**config.mk**
```make
export PLATFORM = sky130hd
export DESIGN_NAME = flow_link_port
export DESIGN_NICKNAME = d
export VERILOG_FILES = /design/src/rtl/flink_pkg.sv /design/src/rtl/flink_fifo.sv /design/src/rtl/flink_tx.sv /design/src/rtl/flink_rx.sv /design/src/rtl/flow_link_port.sv
export SDC_FILE = /design/constraint.sdc
export NUM_CORES = 1
export LEC_CHECK = 0
export BUFFER_PORTS_ARGS = -buffer_cell sky130_fd_sc_hd__buf_4
export CAP_MARGIN = 20
export CORE_ASPECT_RATIO = 0.6
export CORE_UTILIZATION = 35
export CTS_CLUSTER_SIZE = 16
export DETAILED_ROUTE_END_ITERATION = 6
export GPL_ROUTABILITY_DRIVEN = 0
export PLACE_DENSITY_LB_ADDON = 0.2
export SLEW_MARGIN = 20
export SYNTH_ARGS = -nofsm -noshare
export SYNTH_HDL_FRONTEND = slang
export SYNTH_SLANG_ARGS = --single-unit
export TNS_END_PERCENT = 100
```
**constraint.sdc**
```tcl
create_clock -name clk -period 3.2 [get_ports clk]
set_input_delay 0.16 -clock clk [delete_from_list [all_inputs] [get_ports clk]]
set_output_delay 0.16 -clock clk [all_outputs]
set_load 0.01 [all_outputs]
```
**src/rtl/flink_pkg.sv**
```systemverilog
// Shared symbol codes, the transmit state type and the buffered flow-unit
// record for the byte-serial credit-flow link port.
package flink_pkg;
    localparam logic [7:0] SYM_BEGIN = 8'h01;
    localparam logic [7:0] SYM_END   = 8'h02;
    localparam logic [7:0] SYM_TOKEN = 8'h03;
    localparam logic [7:0] SYM_PAD   = 8'h04;

    typedef enum logic [2:0] {
        TX_IDLE, TX_GAP, TX_SECOND, TX_PAD, TX_END
    } tx_st_e;

    // One flow unit as held in the receive FIFO.
    typedef struct packed {
        logic [7:0] b0;
        logic [7:0] b1;
        logic       first;
        logic       last;
        logic       odd;    // only b0 carries data, b1 was a pad
    } flit_t;
endpackage

```
**src/rtl/flink_fifo.sv**
```systemverilog
// Circular FIFO of DEPTH entries with read-first output (rdata shows the
// head entry). Assumes the caller never writes when full or reads when empty.
module flink_fifo #(
    parameter int DEPTH = 4,
    parameter int W     = 19
) (
    input  logic         clk,
    input  logic         rst_n,
    input  logic         wr,
    input  logic [W-1:0] wdata,
    input  logic         rd,
    output logic [W-1:0] rdata,
    output logic         full,
    output logic         empty
);
    localparam int PW   = (DEPTH > 1) ? $clog2(DEPTH) : 1;
    localparam int CNTW = $clog2(DEPTH + 1);

    logic [W-1:0]    mem [DEPTH];
    logic [PW-1:0]   wp, rp;
    logic [CNTW-1:0] cnt;

    function automatic logic [PW-1:0] step(input logic [PW-1:0] p);
        return (p == PW'(DEPTH - 1)) ? '0 : p + 1'b1;
    endfunction

    assign full  = (cnt == CNTW'(DEPTH));
    assign empty = (cnt == '0);
    assign rdata = mem[rp];

    // Storage write.
    always_ff @(posedge clk) begin
        if (wr) mem[wp] <= wdata;
    end

    // Pointer and occupancy update.
    always_ff @(posedge clk) begin
        if (!rst_n) begin
            wp  <= '0;
            rp  <= '0;
            cnt <= '0;
        end else begin
            if (wr) wp <= step(wp);
            if (rd) rp <= step(rp);
            case ({wr, rd})
                2'b10:   cnt <= cnt + 1'b1;
                2'b01:   cnt <= cnt - 1'b1;
                default: ;
            endcase
        end
    end

    p_no_overflow_r7: assert property (@(posedge clk) disable iff (!rst_n)
        wr |-> !full);
    p_no_underflow_r7: assert property (@(posedge clk) disable iff (!rst_n)
        rd |-> !empty);
endmodule

```
**src/rtl/flink_tx.sv**
```systemverilog
// Transmit framer. It frames local bytes with begin/end symbols, pads an
// odd packet to a whole flow unit, spends one credit per unit and inserts
// pending return tokens at unit boundaries. Link outputs are combinational
// from state and in_data. It assumes the far end returns no more tokens
// than units it was sent.
module flink_tx
    import flink_pkg::*;
#(
    parameter int CRED_MAX = 4
) (
    input  logic       clk,
    input  logic       rst_n,
    input  logic       in_valid,
    input  logic [7:0] in_data,
    input  logic       in_last,
    output logic       in_ready,
    input  logic       tok_rx,     // a token arrived from the far end
    input  logic       tok_req,    // local FIFO freed one unit
    output logic       lnk_vld,
    output logic       lnk_ctl,
    output logic [7:0] lnk_data
);
    localparam int CW = $clog2(CRED_MAX + 1);
    localparam int TW = CW + 1;

    tx_st_e        st, st_nx;
    logic [CW-1:0] credit;
    logic [TW-1:0] tok_pend;
    logic          send_tok, start_unit;

    // A token may only go out where no unit is open.
    assign send_tok   = (tok_pend != '0) && (st == TX_IDLE || st == TX_GAP);
    assign start_unit = (st == TX_GAP) && !send_tok && (credit != '0) && in_valid;
    assign in_ready   = ((st == TX_GAP) && !send_tok && (credit != '0)) ||
                        (st == TX_SECOND);

    // Symbol selection for the outbound link.
    always_comb begin
        lnk_vld  = 1'b0;
        lnk_ctl  = 1'b0;
        lnk_data = '0;
        if (send_tok) begin
            lnk_vld = 1'b1; lnk_ctl = 1'b1; lnk_data = SYM_TOKEN;
        end else begin
            case (st)
                TX_IDLE:   if (in_valid) begin
                               lnk_vld = 1'b1; lnk_ctl = 1'b1; lnk_data = SYM_BEGIN;
                           end
                TX_GAP:    if (start_unit) begin
                               lnk_vld = 1'b1; lnk_data = in_data;
                           end
                TX_SECOND: if (in_valid) begin
                               lnk_vld = 1'b1; lnk_data = in_data;
                           end
                TX_PAD:    begin lnk_vld = 1'b1; lnk_ctl = 1'b1; lnk_data = SYM_PAD; end
                TX_END:    begin lnk_vld = 1'b1; lnk_ctl = 1'b1; lnk_data = SYM_END; end
                default:   ;
            endcase
        end
    end

    // Next framing state.
    always_comb begin
        st_nx = st;
        case (st)
            TX_IDLE:   if (!send_tok && in_valid) st_nx = TX_GAP;
            TX_GAP:    if (start_unit) st_nx = in_last ? TX_PAD : TX_SECOND;
            TX_SECOND: if (in_valid)   st_nx = in_last ? TX_END : TX_GAP;
            TX_PAD:    st_nx = TX_END;
            TX_END:    st_nx = TX_IDLE;
            default:   st_nx = TX_IDLE;
        endcase
    end

    // State register.
    always_ff @(posedge clk) begin
        if (!rst_n) st <= TX_IDLE;
        else        st <= st_nx;
    end

    // Credit counter: loaded full at reset, +1 per token, -1 per unit start.
    always_ff @(posedge clk) begin
        if (!rst_n) credit <= CW'(CRED_MAX);
        else case ({tok_rx, start_unit})
            2'b10:   credit <= credit + 1'b1;
            2'b01:   credit <= credit - 1'b1;
            default: ;
        endcase
    end

    // Count of tokens owed to the far end.
    always_ff @(posedge clk) begin
        if (!rst_n) tok_pend <= '0;
        else case ({tok_req, send_tok})
            2'b10:   tok_pend <= tok_pend + 1'b1;
            2'b01:   tok_pend <= tok_pend - 1'b1;
            default: ;
        endcase
    end

    p_credit_cap_r3: assert property (@(posedge clk) disable iff (!rst_n)
        credit <= CW'(CRED_MAX));
    p_unit_atomic_r9: assert property (@(posedge clk) disable iff (!rst_n)
        (st == TX_SECOND) |-> !(lnk_vld && lnk_ctl));
    p_pad_then_end_r6: assert property (@(posedge clk) disable iff (!rst_n)
        (lnk_vld && lnk_ctl && lnk_data == SYM_PAD) |=>
        (lnk_vld && lnk_ctl && lnk_data == SYM_END));
endmodule

```
**src/rtl/flink_rx.sv**
```systemverilog
// Receive side. It decodes inbound symbols, assembles byte pairs into flow
// units, keeps the newest unit staged until the next unit or the end symbol
// settles its last flag, buffers units in a FIFO and drains them byte-wise.
// Each unit leaving the FIFO raises tok_req. It assumes the far end obeys
// the credits, so the FIFO cannot overflow.
module flink_rx
    import flink_pkg::*;
#(
    parameter int DEPTH = 4
) (
    input  logic       clk,
    input  logic       rst_n,
    input  logic       lnk_vld,
    input  logic       lnk_ctl,
    input  logic [7:0] lnk_data,
    output logic       out_valid,
    output logic [7:0] out_data,
    output logic       out_first,
    output logic       out_last,
    input  logic       out_ready,
    output logic       tok_seen,
    output logic       tok_req
);
    localparam int FW = $bits(flit_t);

    logic       is_data, is_begin, is_end, is_pad;
    logic       half, sop_pend, hold_sop, stg_v, sel;
    logic [7:0] hold_b0;
    flit_t      stg, wflit, cur;
    logic       push, pop, acc, full, empty;
    logic [FW-1:0] rdata;

    assign is_data  = lnk_vld && !lnk_ctl;
    assign is_begin = lnk_vld && lnk_ctl && (lnk_data == SYM_BEGIN);
    assign is_end   = lnk_vld && lnk_ctl && (lnk_data == SYM_END);
    assign is_pad   = lnk_vld && lnk_ctl && (lnk_data == SYM_PAD);
    assign tok_seen = lnk_vld && lnk_ctl && (lnk_data == SYM_TOKEN);

    // The staged unit is released by the end symbol or by a following unit.
    always_comb begin
        wflit = stg;
        push  = 1'b0;
        if (is_end && stg_v) begin
            push       = 1'b1;
            wflit.last = 1'b1;
        end else if (is_data && !half && stg_v) begin
            push = 1'b1;
        end
    end

    // Assembly of byte pairs into the staging register.
    always_ff @(posedge clk) begin
        if (!rst_n) begin
            half     <= 1'b0;
            sop_pend <= 1'b0;
            hold_sop <= 1'b0;
            hold_b0  <= '0;
            stg_v    <= 1'b0;
            stg      <= '0;
        end else begin
            if (is_begin) sop_pend <= 1'b1;
            if (is_data && !half) begin
                hold_b0  <= lnk_data;
                hold_sop <= sop_pend;
                sop_pend <= 1'b0;
                half     <= 1'b1;
                stg_v    <= 1'b0;
            end else if ((is_data || is_pad) && half) begin
                stg   <= '{b0: hold_b0, b1: is_pad ? 8'h00 : lnk_data,
                           first: hold_sop, last: 1'b0, odd: is_pad};
                stg_v <= 1'b1;
                half  <= 1'b0;
            end else if (is_end) begin
                stg_v <= 1'b0;
            end
        end
    end

    flink_fifo #(.DEPTH(DEPTH), .W(FW)) u_fifo (
        .clk(clk), .rst_n(rst_n), .wr(push), .wdata(wflit),
        .rd(pop), .rdata(rdata), .full(full), .empty(empty)
    );

    assign cur       = flit_t'(rdata);
    assign out_valid = !empty;
    assign out_data  = sel ? cur.b1 : cur.b0;
    assign out_first = cur.first && !sel;
    assign out_last  = cur.last && (sel || cur.odd);
    assign acc       = out_valid && out_ready;
    assign pop       = acc && (sel || cur.odd);
    assign tok_req   = pop;

    // Byte select within the head unit.
    always_ff @(posedge clk) begin
        if (!rst_n)   sel <= 1'b0;
        else if (pop) sel <= 1'b0;
        else if (acc) sel <= 1'b1;
    end

    p_pad_second_r6: assert property (@(posedge clk) disable iff (!rst_n)
        is_pad |-> half);
    p_full_holds_r7: assert property (@(posedge clk) disable iff (!rst_n)
        (full && !pop) |=> !empty);
endmodule

```
**src/rtl/flow_link_port.sv**
```systemverilog
// Top of the byte-serial credit-flow link port. It joins the transmit
// framer and the receive buffer: tokens decoded from the inbound link feed
// the transmit credits, and units drained locally queue tokens outbound.
// FIFO_FLITS sets both the receive depth and the reset credit count, so
// both ends must use the same value.
module flow_link_port #(
    parameter int FIFO_FLITS = 4
) (
    input  logic       clk,
    input  logic       rst_n,
    input  logic       in_valid,
    input  logic [7:0] in_data,
    input  logic       in_last,
    output logic       in_ready,
    output logic       out_valid,
    output logic [7:0] out_data,
    output logic       out_first,
    output logic       out_last,
    input  logic       out_ready,
    output logic       lnk_tx_vld,
    output logic       lnk_tx_ctl,
    output logic [7:0] lnk_tx_data,
    input  logic       lnk_rx_vld,
    input  logic       lnk_rx_ctl,
    input  logic [7:0] lnk_rx_data
);
    logic tok_seen, tok_req;

    flink_tx #(.CRED_MAX(FIFO_FLITS)) u_tx (
        .clk(clk), .rst_n(rst_n),
        .in_valid(in_valid), .in_data(in_data), .in_last(in_last),
        .in_ready(in_ready), .tok_rx(tok_seen), .tok_req(tok_req),
        .lnk_vld(lnk_tx_vld), .lnk_ctl(lnk_tx_ctl), .lnk_data(lnk_tx_data)
    );

    flink_rx #(.DEPTH(FIFO_FLITS)) u_rx (
        .clk(clk), .rst_n(rst_n),
        .lnk_vld(lnk_rx_vld), .lnk_ctl(lnk_rx_ctl), .lnk_data(lnk_rx_data),
        .out_valid(out_valid), .out_data(out_data), .out_first(out_first),
        .out_last(out_last), .out_ready(out_ready),
        .tok_seen(tok_seen), .tok_req(tok_req)
    );
endmodule

```
Word-level counts from Yosys, hierarchy flattened
Memories as Yosys holds them, arrays and structs flattened. A register that Yosys moved wholly into a read port is not among the register bits.
Index checks and enable logic that the tools add are counted.
- reduce and logical (&&, ||, !) cells: 43
- bitwise operators: 2
- multiplexer cells: 35
- equality and inequality tests: 19
- $add $sub $neg: 8
- operators with widths (kind ; count):
    2-to-1 mux 8 bit ; 5
    case mux 8 bit (5 select lines) ; 1
    logical AND 1 bit ; 19
    == test 8 x 2 -> 1 bit (second input constant) ; 2
    2-to-1 mux 1 bit ; 15
    2-to-1 mux 3 bit ; 4
    case mux 3 bit (2 select lines) ; 2
    case mux 3 bit (4 select lines) ; 1
    == test 2 bit (second input constant) ; 5
    nonzero test 2 bit ; 5
    == test 8 x 1 -> 1 bit (second input constant) ; 1
    == test 8 x 3 -> 1 bit (second input constant) ; 1
    2-to-1 mux 2 bit ; 4
    case mux 4 bit (2 select lines) ; 1
    OR reduction 2 bit ; 4
    adder 3 x 1 -> 3 bit (second input constant) ; 2
    == test 2 x 1 -> 1 bit (second input constant) ; 3
    == test 3 x 2 -> 1 bit (second input constant) ; 2
    logical NOT 3 bit ; 2
    subtractor 3 x 1 -> 3 bit (second input constant) ; 2
    logical NOT 1 bit ; 5
    adder 2 x 1 -> 2 bit (second input constant) ; 2
    adder 4 x 1 -> 4 bit (second input constant) ; 1
    logical OR 1 bit ; 4
    12 further kinds ; 14
- memories kept: 1
- logic and storage cells: 124
- bits in writable memories: 76
- bits in registers: 48
- output and inout bits: 22
- memories (name ; depth ; bits a word ; read ports ; clocked after memory_dff ; wr ports ; RTL line ; text):
    u_rx.u_fifo.mem ; 4 ; 19 ; 1 ; 1 ; 1 ; flink_fifo.sv:19 ; logic [W-1:0] mem [DEPTH];

Depth between registers and ports, before layout
Gate-level depths: netlist of run 1.
- word-level depth: 10
- gate-level depth with buffers: 12
- depth with buffers taken out: 11

Modules after synthesis
From an unflattened synthesis of run 1, not the netlist that was laid out.
- cells, all modules: 402
- area total of the unflattened synthesis: 5492.8 um2
- by module, submodules not included (module ; area each (um2) ; instances ; cells each ; sequential area each (um2)):
    flink_fifo ; 3249.4 ; 1 ; 146 ; 2462.4
    flink_rx ; 1451.4 ; 1 ; 159 ; 620.6
    flink_tx ; 792.0 ; 1 ; 97 ; 200.2

Worst setup path before layout of run 1
OpenSTA, ideal clock, no wires.
- kind: register to register
- start: reg u_tx.tok_pend[1]
- end: reg u_tx.tok_pend[2]
- path buffers: 1
- clock period less this slack: 2792 ps
- setup time: 134 ps
- cell stages (with the launch flop): 13
- data arrival time: 2658 ps
- slack: 408 ps
- cells stage by stage: dfxtp_1 > buf_2 > or4_4 > nand3_1 > inv_1 > ha_1 > xor2_1 > ha_1 > nor2b_1 > a21oi_1 > and3_1 > o311ai_1 > or4b_1
- longest elaborated chain between the ends: 4
- elaborated cells on any way between the ends: 8
- RTL lines (element ; RTL line ; text):
    from (decl) ; flink_tx.sv:28 ; logic [TW-1:0] tok_pend;
    from (signal assigned) ; flink_tx.sv:95 ; 2'b10: tok_pend <= tok_pend + 1'b1;
    from (signal assigned) ; flink_tx.sv:96 ; 2'b01: tok_pend <= tok_pend - 1'b1;
    branches (longest 4 deep; another with subtractor 4 x 1 -> 4 bit) ; n/a ;
Several ways; the timed one is not identified.
A chain may end at the register's enable or synchronous reset.

Final worst setup path of run 1
- start: reg u_tx.tok_pend[0]
- end: reg u_tx.tok_pend[2]
The elaborated chain is that of the path after synthesis.

==> flow_metrics.tcl, run 1 <==
set metrics [dict create \
    cts_buffer_depth 2 \
    crit_chain "or4_4, nand3_1, inv_1, ha_1, xor2_1, ha_1, nor2b_1, a21oi_1, and3_1, o311ai_1, or4b_1" \
    clk_latency_ps 410 \
    portBuffers 44 \
    rsz0062_at_grt "no" \
    layout_commonest_cell "edfxtp_1" \
    synth_cell_types 53 \
    avgViaCountPerCell 4.94 \
    pwr-share-comb 0.130 \
    drive_above_1_share 0.246 \
    syn_nets 421 \
    fin_area_mm2 0.00661 \
    htreeDepth 4 \
    grt_pass1_vias 3163 \
    overflow 0 \
    required_ps 3480 \
    final_cells 657 \
    ys_seq_elements 126 \
    path_clk_slew_ps 60 \
    fill_cells 1330 \
    antenna_found_initial 0 \
    nNetsFinal 480 \
    cts_root_buf "clkbuf_16" \
    cp-start-kind "flop" \
    wl_per_cell_um 17.1 \
    use_met3 0.0357 \
    grt.total_usage 0.152 \
    synthCells 387 \
    std_cell_rows 34 \
    fin_setup_tns_ps 0 \
    syn_area_mm2 0.00540 \
    maxCapViolations 0 \
    pwr-share-seq 0.409 \
    yosysSeqAreaShare 0.609 \
    core_mm2 0.0148 \
    cts_buffers 17 \
    drt_first_pass_iters 4 \
    tightest_slew_ps 796 \
    period_share 0.938 \
    slew_headroom 0.468 \
    p_int_w 0.00327 \
    p_leak_nw 2.41 \
    grt_pass1_wl_um 17700 \
    cp_slowest_cell "or4_4" \
    worstPathArrival_ps 3280 \
    ir_drop_uv 352 \
    netSwitchingPower_w 0.00113 \
    hold_class "in2reg" \
    cp_slowest_stage_delay_ps 580 \
    drc 0 \
    antenna_left 0 \
    cp_max_fo 8 \
    die-area_mm2 0.0159 \
    critPathMostFrequentCell "ha_1" \
    critical_path_class "reg2reg" \
    finalMaxSlewViolations 0 \
    switching_share 0.257 \
    cp_num_buf_inv 1 \
    clock-skew-final_ps 7.49 \
    busiest_layer "met1" \
    worst_setup_path_end_kind "flop" \
    finalHoldViolCount 0 \
    drtIter0Drc 152 \
    placed_cells 624 \
    drt_wl_total_um 11200 \
    ys.flop_type "edfxtp_1" \
    die_x_um 162 \
    avgSynthCellArea_um2 13.9 \
    fin_crit_ps 3000 \
    power_w 0.00440 \
    antenna_cells 0 \
    met2_usage 0.201 \
    chipHeight_um 98.2 \
    io_pins 45 \
    ys.warnings.count 0 \
    utilization 0.448 \
    area_delta_synth_final_pct 22.6 \
    synth_edf_count 76 \
    cts_tree "yes" \
    crit_family "simple AND/OR/NAND/NOR gates" \
    grt_max_degree 48 \
    clkSinkCount 126 \
    p_clk_frac 0.461 \
    reg2reg_setup_slack_ps 200 \
    async_flop_share 0 \
    num_vias 3248 \
    power_density_mw_per_mm2 666 \
    status "finished clean" \
    dpl_cell_area_mm2 0.00598 \
    use_met1 0.235 \
    layout_common_cells "edfxtp_1, buf_4, dfxtp_1, nor2b_1, mux2i_1" \
    setup_viol 0 \
    start_util 0.365 \
    dp_hpwl_um 7490 \
    timing.fmax_mhz 333 \
]
==> power groups by stage <==
stage / clock [W] / combinational [W] / sequential (W)
after floorplan: 0 / 0.000412 / 0.00180
after global placement: 0 / 0.000559 / 0.00183
after detailed placement: 0 / 0.000563 / 0.00183
after CTS: 0.00207 / 0.000569 / 0.00180
after global routing: 0.00214 / 0.000635 / 0.00181
final: 0.00203 / 0.000572 / 0.00180
==> tightest hold or removal path, stage by stage <==
cell,delay (ps)
buf_4,110
mux2i_1,60
nor2_1,70
==> path summary, 6_finish.rpt <==
check | startpoint | depth (start not counted) | endpoint
setup / recovery | u_tx.tok_pend[0] | 11 | u_tx.tok_pend[2]
hold / removal | lnk_rx_data[5] | 3 | u_rx.stg[8]
setup reg to reg | u_tx.tok_pend[0] | 11 | u_tx.tok_pend[2]
hold reg to reg | u_rx.sop_pend | 2 | u_rx.sop_pend
==> state kept, by name, summed over array words and instances (netlist names), 2 cells and up, named ones only <==
register         flops
u_tx.credit          3
u_rx.u_fifo.cnt      3
u_tx.st              3
u_tx.tok_pend        4
u_rx.hold_b0         8
u_rx.u_fifo.rp       2
u_rx.stg            18
u_rx.u_fifo.mem     76
u_rx.u_fifo.wp       2
==> cell usage after synthesis (2+ instances only) <==
library cell	n	area [µm²]
mux2i_1	28	280
xnor2_1	3	26.3
mux4_1	6	158
inv_1	19	71.3
nor3_1	4	20.0
and3_1	7	43.8
a221o_1	2	20.0
o31ai_1	3	22.5
nor3b_1	3	22.5
o21a_1	3	22.5
and2_1	12	75.1
buf_2	5	25.0
nand2_1	12	45.0
a21oi_1	9	45.0
or3_1	3	18.8
nor2b_1	29	181
o21ai_0	11	55.1
dfxtp_1	50	1000
nand3b_1	2	15.0
mux4_2	12	270
nand2b_1	2	12.5
a21boi_0	2	15.0
clkbuf_1	9	33.8
nor4_1	3	18.8
ha_1	9	113
nand3_1	11	55.1
nor2_1	15	56.3
edfxtp_1	76	2280
fa_1	2	40.0
mux2_2	8	90.1
xor2_1	4	35.0
nor4bb_1	2	20.0
==> final cells by class <==
class                   count  area (µm²)  share of cell area
clock buffers              17         425              0.0643
clock inverters            15         200              0.0303
inverters                  19        71.3              0.0108
multi-input cells         226        1960               0.297
flip-flops and latches    126        3280               0.496
well taps                 198         248              0.0375
repair buffers             56         423              0.0639
==> metrics by stage <==
stage | hold WS [ps] | setup WS [ps]
finish | 25.2 | 197
global route | 25.6 | 43.3
CTS | 7.33 | 200
detailed placement | 430 | 209
global placement | 420 | 315
floorplan | 304 | 408
==> repair_timing <==
action,4_1_cts,5_1_grt
hold buffers,1,0
buffers inserted,0,0
resized for setup,0,0
hold endpoints to repair,1,0
==> routing by layer <==
layer | part of all wire | vias to the layer above | wire length (µm)
li1 | - | 1573 | -
met2 | 0.40 | 87 | 4510
met4 | 0.0099 | 0 | 111
met5 | 0 | - | 0
met1 | 0.54 | 1576 | 6000
met3 | 0.052 | 12 | 579
==> cells by family after synthesis <==
| group | share of synthesized area |
|---|---|
| fa+ha+maj | 0.0283 |
| buf+inv | 0.0276 |
| compound gates | 0.0522 |
| flops | 0.609 |
| simple gates | 0.122 |
| xor+xnor | 0.0114 |
| mux | 0.151 |
No activity file was read; power rests on OpenSTA's default activity.
==> run 2: changes to the inputs <==
==> constraint.sdc (replaced) <==
create_clock -name clk -period 3.2 [get_ports clk]
set_input_delay 0.64 -clock clk [delete_from_list [all_inputs] [get_ports clk]]
set_output_delay 0.64 -clock clk [all_outputs]
set_load 0.01 [all_outputs]
==> run 2 against run 1 <==
Effect of this change: die area did not move; global-route usage decreased by 0.17 points; sequential power barely moved; combinational power rose by 6.1%; setup slack got worse by 9.6 ps; total power fell by 0.77%; flip-flop and latch count did not move; via count rose by 1.2%; non-clock buffer count increased by 5; first-iteration DRC count increased by 57%.
==> flow_metrics.tcl, run 2 (synthesized netlist as in run 1, its figures left out) <==
set metrics [dict create \
    drt_first_pass_iters 4 \
    antenna_cells 0 \
    finalHoldViolCount 0 \
    power_w 0.00437 \
    path_clk_slew_ps 60 \
    hold_class "reg2reg" \
    core_mm2 0.0148 \
    setup_viol 0 \
    min-delay-start "u_rx.sop_pend" \
    dp_hpwl_um 7560 \
    grt_max_degree 48 \
    setup_slack_ps 188 \
    cp_slowest_stage_delay_ps 590 \
    p_leak_nw 2.44 \
    nNetsFinal 485 \
    ff2ff_path_depth 11 \
    finalMaxSlewViolations 0 \
    wl_per_cell_um 16.6 \
    std_cell_rows 34 \
    cp_max_fo 8 \
    clkSinkCount 126 \
    largest_reg_flops 76 \
    die-area_mm2 0.0159 \
    drtIter0Drc 239 \
    ir_drop_uv 410 \
    timing.rr.start "u_tx.tok_pend[0]" \
    fin_crit_ps 3010 \
    drive_above_1_share 0.256 \
    avgViaCountPerCell 4.96 \
    antenna_found_initial 0 \
    antenna_left 0 \
    status "finished clean" \
    grt.total_usage 0.150 \
    required_ps 2560 \
    htreeDepth 4 \
    worstPathArrival_ps 2370 \
    num_vias 3286 \
    whs_endpoint "u_rx.sop_pend" \
    whs_path_depth 2 \
    layout_common_cells "edfxtp_1, buf_4, dfxtp_1, nor2b_1, mux2i_1" \
    layout_commonest_cell "edfxtp_1" \
    cts_buffer_depth 2 \
    io_pins 45 \
    crit_chain "or4_4, nor2_1, o2bb2ai_1, a21oi_1, o31ai_1, buf_4" \
    chipHeight_um 98.2 \
    grt_pass1_vias 3208 \
    hold_buffers 0 \
    cts_tree "yes" \
    drc 0 \
    cts_resized 0 \
    reg2reg_setup_slack_ps 370 \
    power_density_mw_per_mm2 656 \
    cp-start-kind "flop" \
    crit_family "simple AND/OR/NAND/NOR gates" \
    utilization 0.451 \
    clk_latency_ps 410 \
    cts_buffers 17 \
    reg2reg_to "u_tx.tok_pend[2]" \
    worst_setup_path_end_kind "output pin" \
    regMostFlops "u_rx.u_fifo.mem" \
    timing.fmax_mhz 332 \
    maxCapViolations 0 \
    period_share 0.941 \
    cts_root_buf "clkbuf_16" \
    pre_cts_ws_ps 183 \
    die_x_um 162 \
    portBuffers 44 \
    post_cts_buffers 0 \
    clock-skew-final_ps 8.04 \
    multi_input_area_mm2 0.00196 \
    grt_pass1_wl_um 17500 \
    seq_area_mm2 0.00328 \
    drt_wl_total_um 11000 \
    overflow 0 \
    cp_num_buf_inv 1 \
    fin_setup_tns_ps 0 \
    fill_cells 1304 \
    start_util 0.365 \
    reg_top3 "u_rx.u_fifo.mem (76), u_rx.stg (18), u_rx.hold_b0 (8)" \
    slew_headroom 0.597 \
    rsz0062_at_grt "no" \
    critical_path_class "reg2out" \
    tightest_slew_ps 600 \
    cp_slowest_cell "or4_4" \
    area_delta_synth_final_pct 23.5 \
]
[run 2: worst reg2reg max path: cells and delay by family, from the launching register on]
family,cells,cell delay (ps)
xor+xnor,1,150
compound gates,2,170
buf+inv,1,90
fa+ha+maj,2,400
simple gates,5,1540
flops,1,360
[run 2: worst max path at each step]
stage / cells past startpoint / start / endpoint / slack (ps)
finish: 6 / u_tx.tok_pend[0] / lnk_tx_data[0] / 190
global route: 6 / u_tx.tok_pend[0] / lnk_tx_data[0] / 80
CTS: 6 / u_tx.tok_pend[0] / lnk_tx_data[0] / 190
detailed placement: 11 / lnk_rx_data[7] / u_rx.u_fifo.cnt[2] / 180
global placement: 11 / lnk_rx_data[7] / u_rx.u_fifo.cnt[2] / 260
floorplan: 11 / out_ready / u_tx.tok_pend[2] / 350
[run 2: area by class of cell]
class / count / share of cell area
Clock inverter: 15 / 0.0282
Inverter: 19 / 0.0107
Clock buffer: 17 / 0.0639
Sequential cell: 126 / 0.493
Multi-Input combinational cell: 226 / 0.295
Timing Repair Buffer: 61 / 0.0725
Tap cell: 198 / 0.0372
[run 2: routing by layer]
| metal | vias to the layer above | wire, µm | GRT usage |
|---|---|---|---|
| li1 | 1583 | - | - |
| met1 | 1604 | 5860 | 0.228 |
| met2 | 91 | 4490 | 0.200 |
| met3 | 8 | 534 | 0.0306 |
| met4 | 0 | 123 | 0.0726 |
| met5 | - | 0 | 0 |
[run 2: through the flow]
stage | cells | cell area [µm²] | hold WS, ps
global placement | 630 | 6050 | 464
CTS | 662 | 6660 | 479
floorplan | 387 | 5400 | 437
finish | 662 | 6660 | 478
detailed placement | 630 | 6050 | 465
global route | 662 | 6660 | 501
[run 2: report_power, final]
| group | internal, W | leakage [nW] | switching [W] |
|---|---|---|---|
| Clock | 0.00124 | 0.296 | 0.000729 |
| Sequential | 0.00174 | 1.10 | 0.0000538 |
| Combinational | 0.000302 | 1.05 | 0.000306 |
==> run 3: changes to the inputs <==
--- a/config.mk
+++ b/config.mk
@@ -13,6 +13,7 @@
 export DETAILED_ROUTE_END_ITERATION = 6
 export GPL_ROUTABILITY_DRIVEN = 0
 export PLACE_DENSITY_LB_ADDON = 0.2
+export RECOVER_POWER = 100
 export SLEW_MARGIN = 20
 export SYNTH_ARGS = -nofsm -noshare
 export SYNTH_HDL_FRONTEND = slang
==> run 3 against run 2 <==
Effect of this change: clock skew is 0.84 ps higher; hold slack hardly changed; non-clock buffer count stayed put; combinational power is 5.9% lower; register-to-register slack hardly changed; final area is 2.0% lower; critical endpoint unchanged.
==> flow_metrics.tcl, run 3 (synthesized netlist as in run 1, its figures left out) <==
set metrics [dict create \
    finalMaxSlewViolations 0 \
    finalHoldViolCount 0 \
    grt_pass1_vias 3208 \
    post_cts_buffers 0 \
    chipHeight_um 98.2 \
    hold_class "reg2reg" \
    drt_wl_total_um 11000 \
    utilization 0.442 \
    fin_crit_ps 3010 \
    cp_max_fo 8 \
    area_delta_synth_final_pct 21.0 \
    required_ps 2560 \
    cts_buffer_depth 2 \
    drive_above_1_share 0.200 \
    worstPathArrival_ps 2370 \
    placed_cells 630 \
    status "finished clean" \
    cts_buffers 17 \
    regMostFlops "u_rx.u_fifo.mem" \
    layout_commonest_cell "edfxtp_1" \
    timing.rr.start "u_tx.tok_pend[0]" \
    tightest_slew_ps 748 \
    cts_root_buf "clkbuf_16" \
    largest_reg_flops 76 \
    critical_path_class "reg2out" \
    grt_pass1_wl_um 17500 \
    slew_headroom 0.501 \
    period_share 0.940 \
    ir_drop_uv 406 \
    fin_setup_tns_ps 0 \
    nNetsFinal 485 \
    drc 0 \
    worst_setup_path_end_kind "output pin" \
    clkSinkCount 126 \
    dpl_cell_area_mm2 0.00605 \
    setup_viol 0 \
    drt_first_pass_iters 4 \
    final_cells 662 \
    hold_buffers 0 \
    whs_ps 478 \
    cts_tree "yes" \
    fin_area_mm2 0.00653 \
    reg_top3 "u_rx.u_fifo.mem (76), u_rx.stg (18), u_rx.hold_b0 (8)" \
    rsz0062_at_grt "no" \
    overflow 0 \
    num_vias 3266 \
    antenna_left 0 \
    antenna_cells 0 \
    io_pins 45 \
    drtIter0Drc 244 \
    p_leak_nw 2.32 \
    ff2ff_path_depth 11 \
    die_x_um 162 \
    antenna_found_initial 0 \
    maxCapViolations 0 \
    clock-skew-final_ps 8.88 \
    min-delay-start "u_rx.sop_pend" \
    cp-start-kind "flop" \
    timing.fmax_mhz 332 \
    whs_path_depth 2 \
    power_density_mw_per_mm2 664 \
    clk_latency_ps 410 \
    core_mm2 0.0148 \
    dp_hpwl_um 7560 \
    startpoint "u_tx.tok_pend[0]" \
    htreeDepth 4 \
    path_clk_slew_ps 60 \
    cts_resized 0 \
    layout_common_cells "edfxtp_1, dfxtp_1, buf_4, nor2b_1, mux2i_1" \
    grt_max_degree 48 \
    wl_per_cell_um 16.6 \
    grt.total_usage 0.150 \
    avgViaCountPerCell 4.93 \
    portBuffers 44 \
    std_cell_rows 34 \
    fill_cells 1326 \
    start_util 0.365 \
    reg2reg_setup_slack_ps 370 \
    die-area_mm2 0.0159 \
]
==> run 3: changes by cell type in the layout (fill, tap and decap cells not counted), moves of 2 or more <==
cell,delta
and2_0,+11
and2_1,-11
buf_12,-2
buf_4,-28
clkbuf_1,+25
clkbuf_2,+5
==> run 3: worst paths after layout <==
path	to
worst min-delay path	u_rx.sop_pend
worst max-delay path	lnk_tx_data[0]
worst max register to register	u_tx.tok_pend[2]
worst min register to register	u_rx.sop_pend
==> run 3: stage by stage <==
step	worst slack [ps]	total power [W]
floorplan	349	0.00221
global placement	258	0.00242
detailed placement	183	0.00243
CTS	191	0.00441
global route	42.4	0.00453
finish	192	0.00434
==> run 3: cell type report <==
cell class	instances	area, µm²	area share
Sequential cell	126	3280	0.503
Multi-Input combinational cell	226	1960	0.300
Clock buffer	17	425	0.0652
Timing Repair Buffer	61	352	0.0539
Tap cell	198	248	0.0380
Clock inverter	15	188	0.0288
Inverter	19	71.3	0.0109
==> run 3: worst max-delay path, cell delays in order, from the launching register on <==
cell	delay [ps]
dfxtp_1	370
or4_4	590
nor2_1	170
o2bb2ai_1	280
a21oi_1	140
o31ai_1	240
clkbuf_1	180
==> run 3: power by group <==
part           internal, W  leakage [nW]  switching, W
combinational     0.000268         0.924      0.000304
sequential         0.00174          1.10     0.0000534
clock              0.00124         0.296      0.000729
==> run 3: layer usage <==
layer,global-route usage,vias to the layer above,part of all wire
met4,0.0726,0,0.013
met3,0.0306,10,0.046
met2,0.200,74,0.41
met1,0.228,1600,0.53
li1,-,1582,-
met5,0,-,0
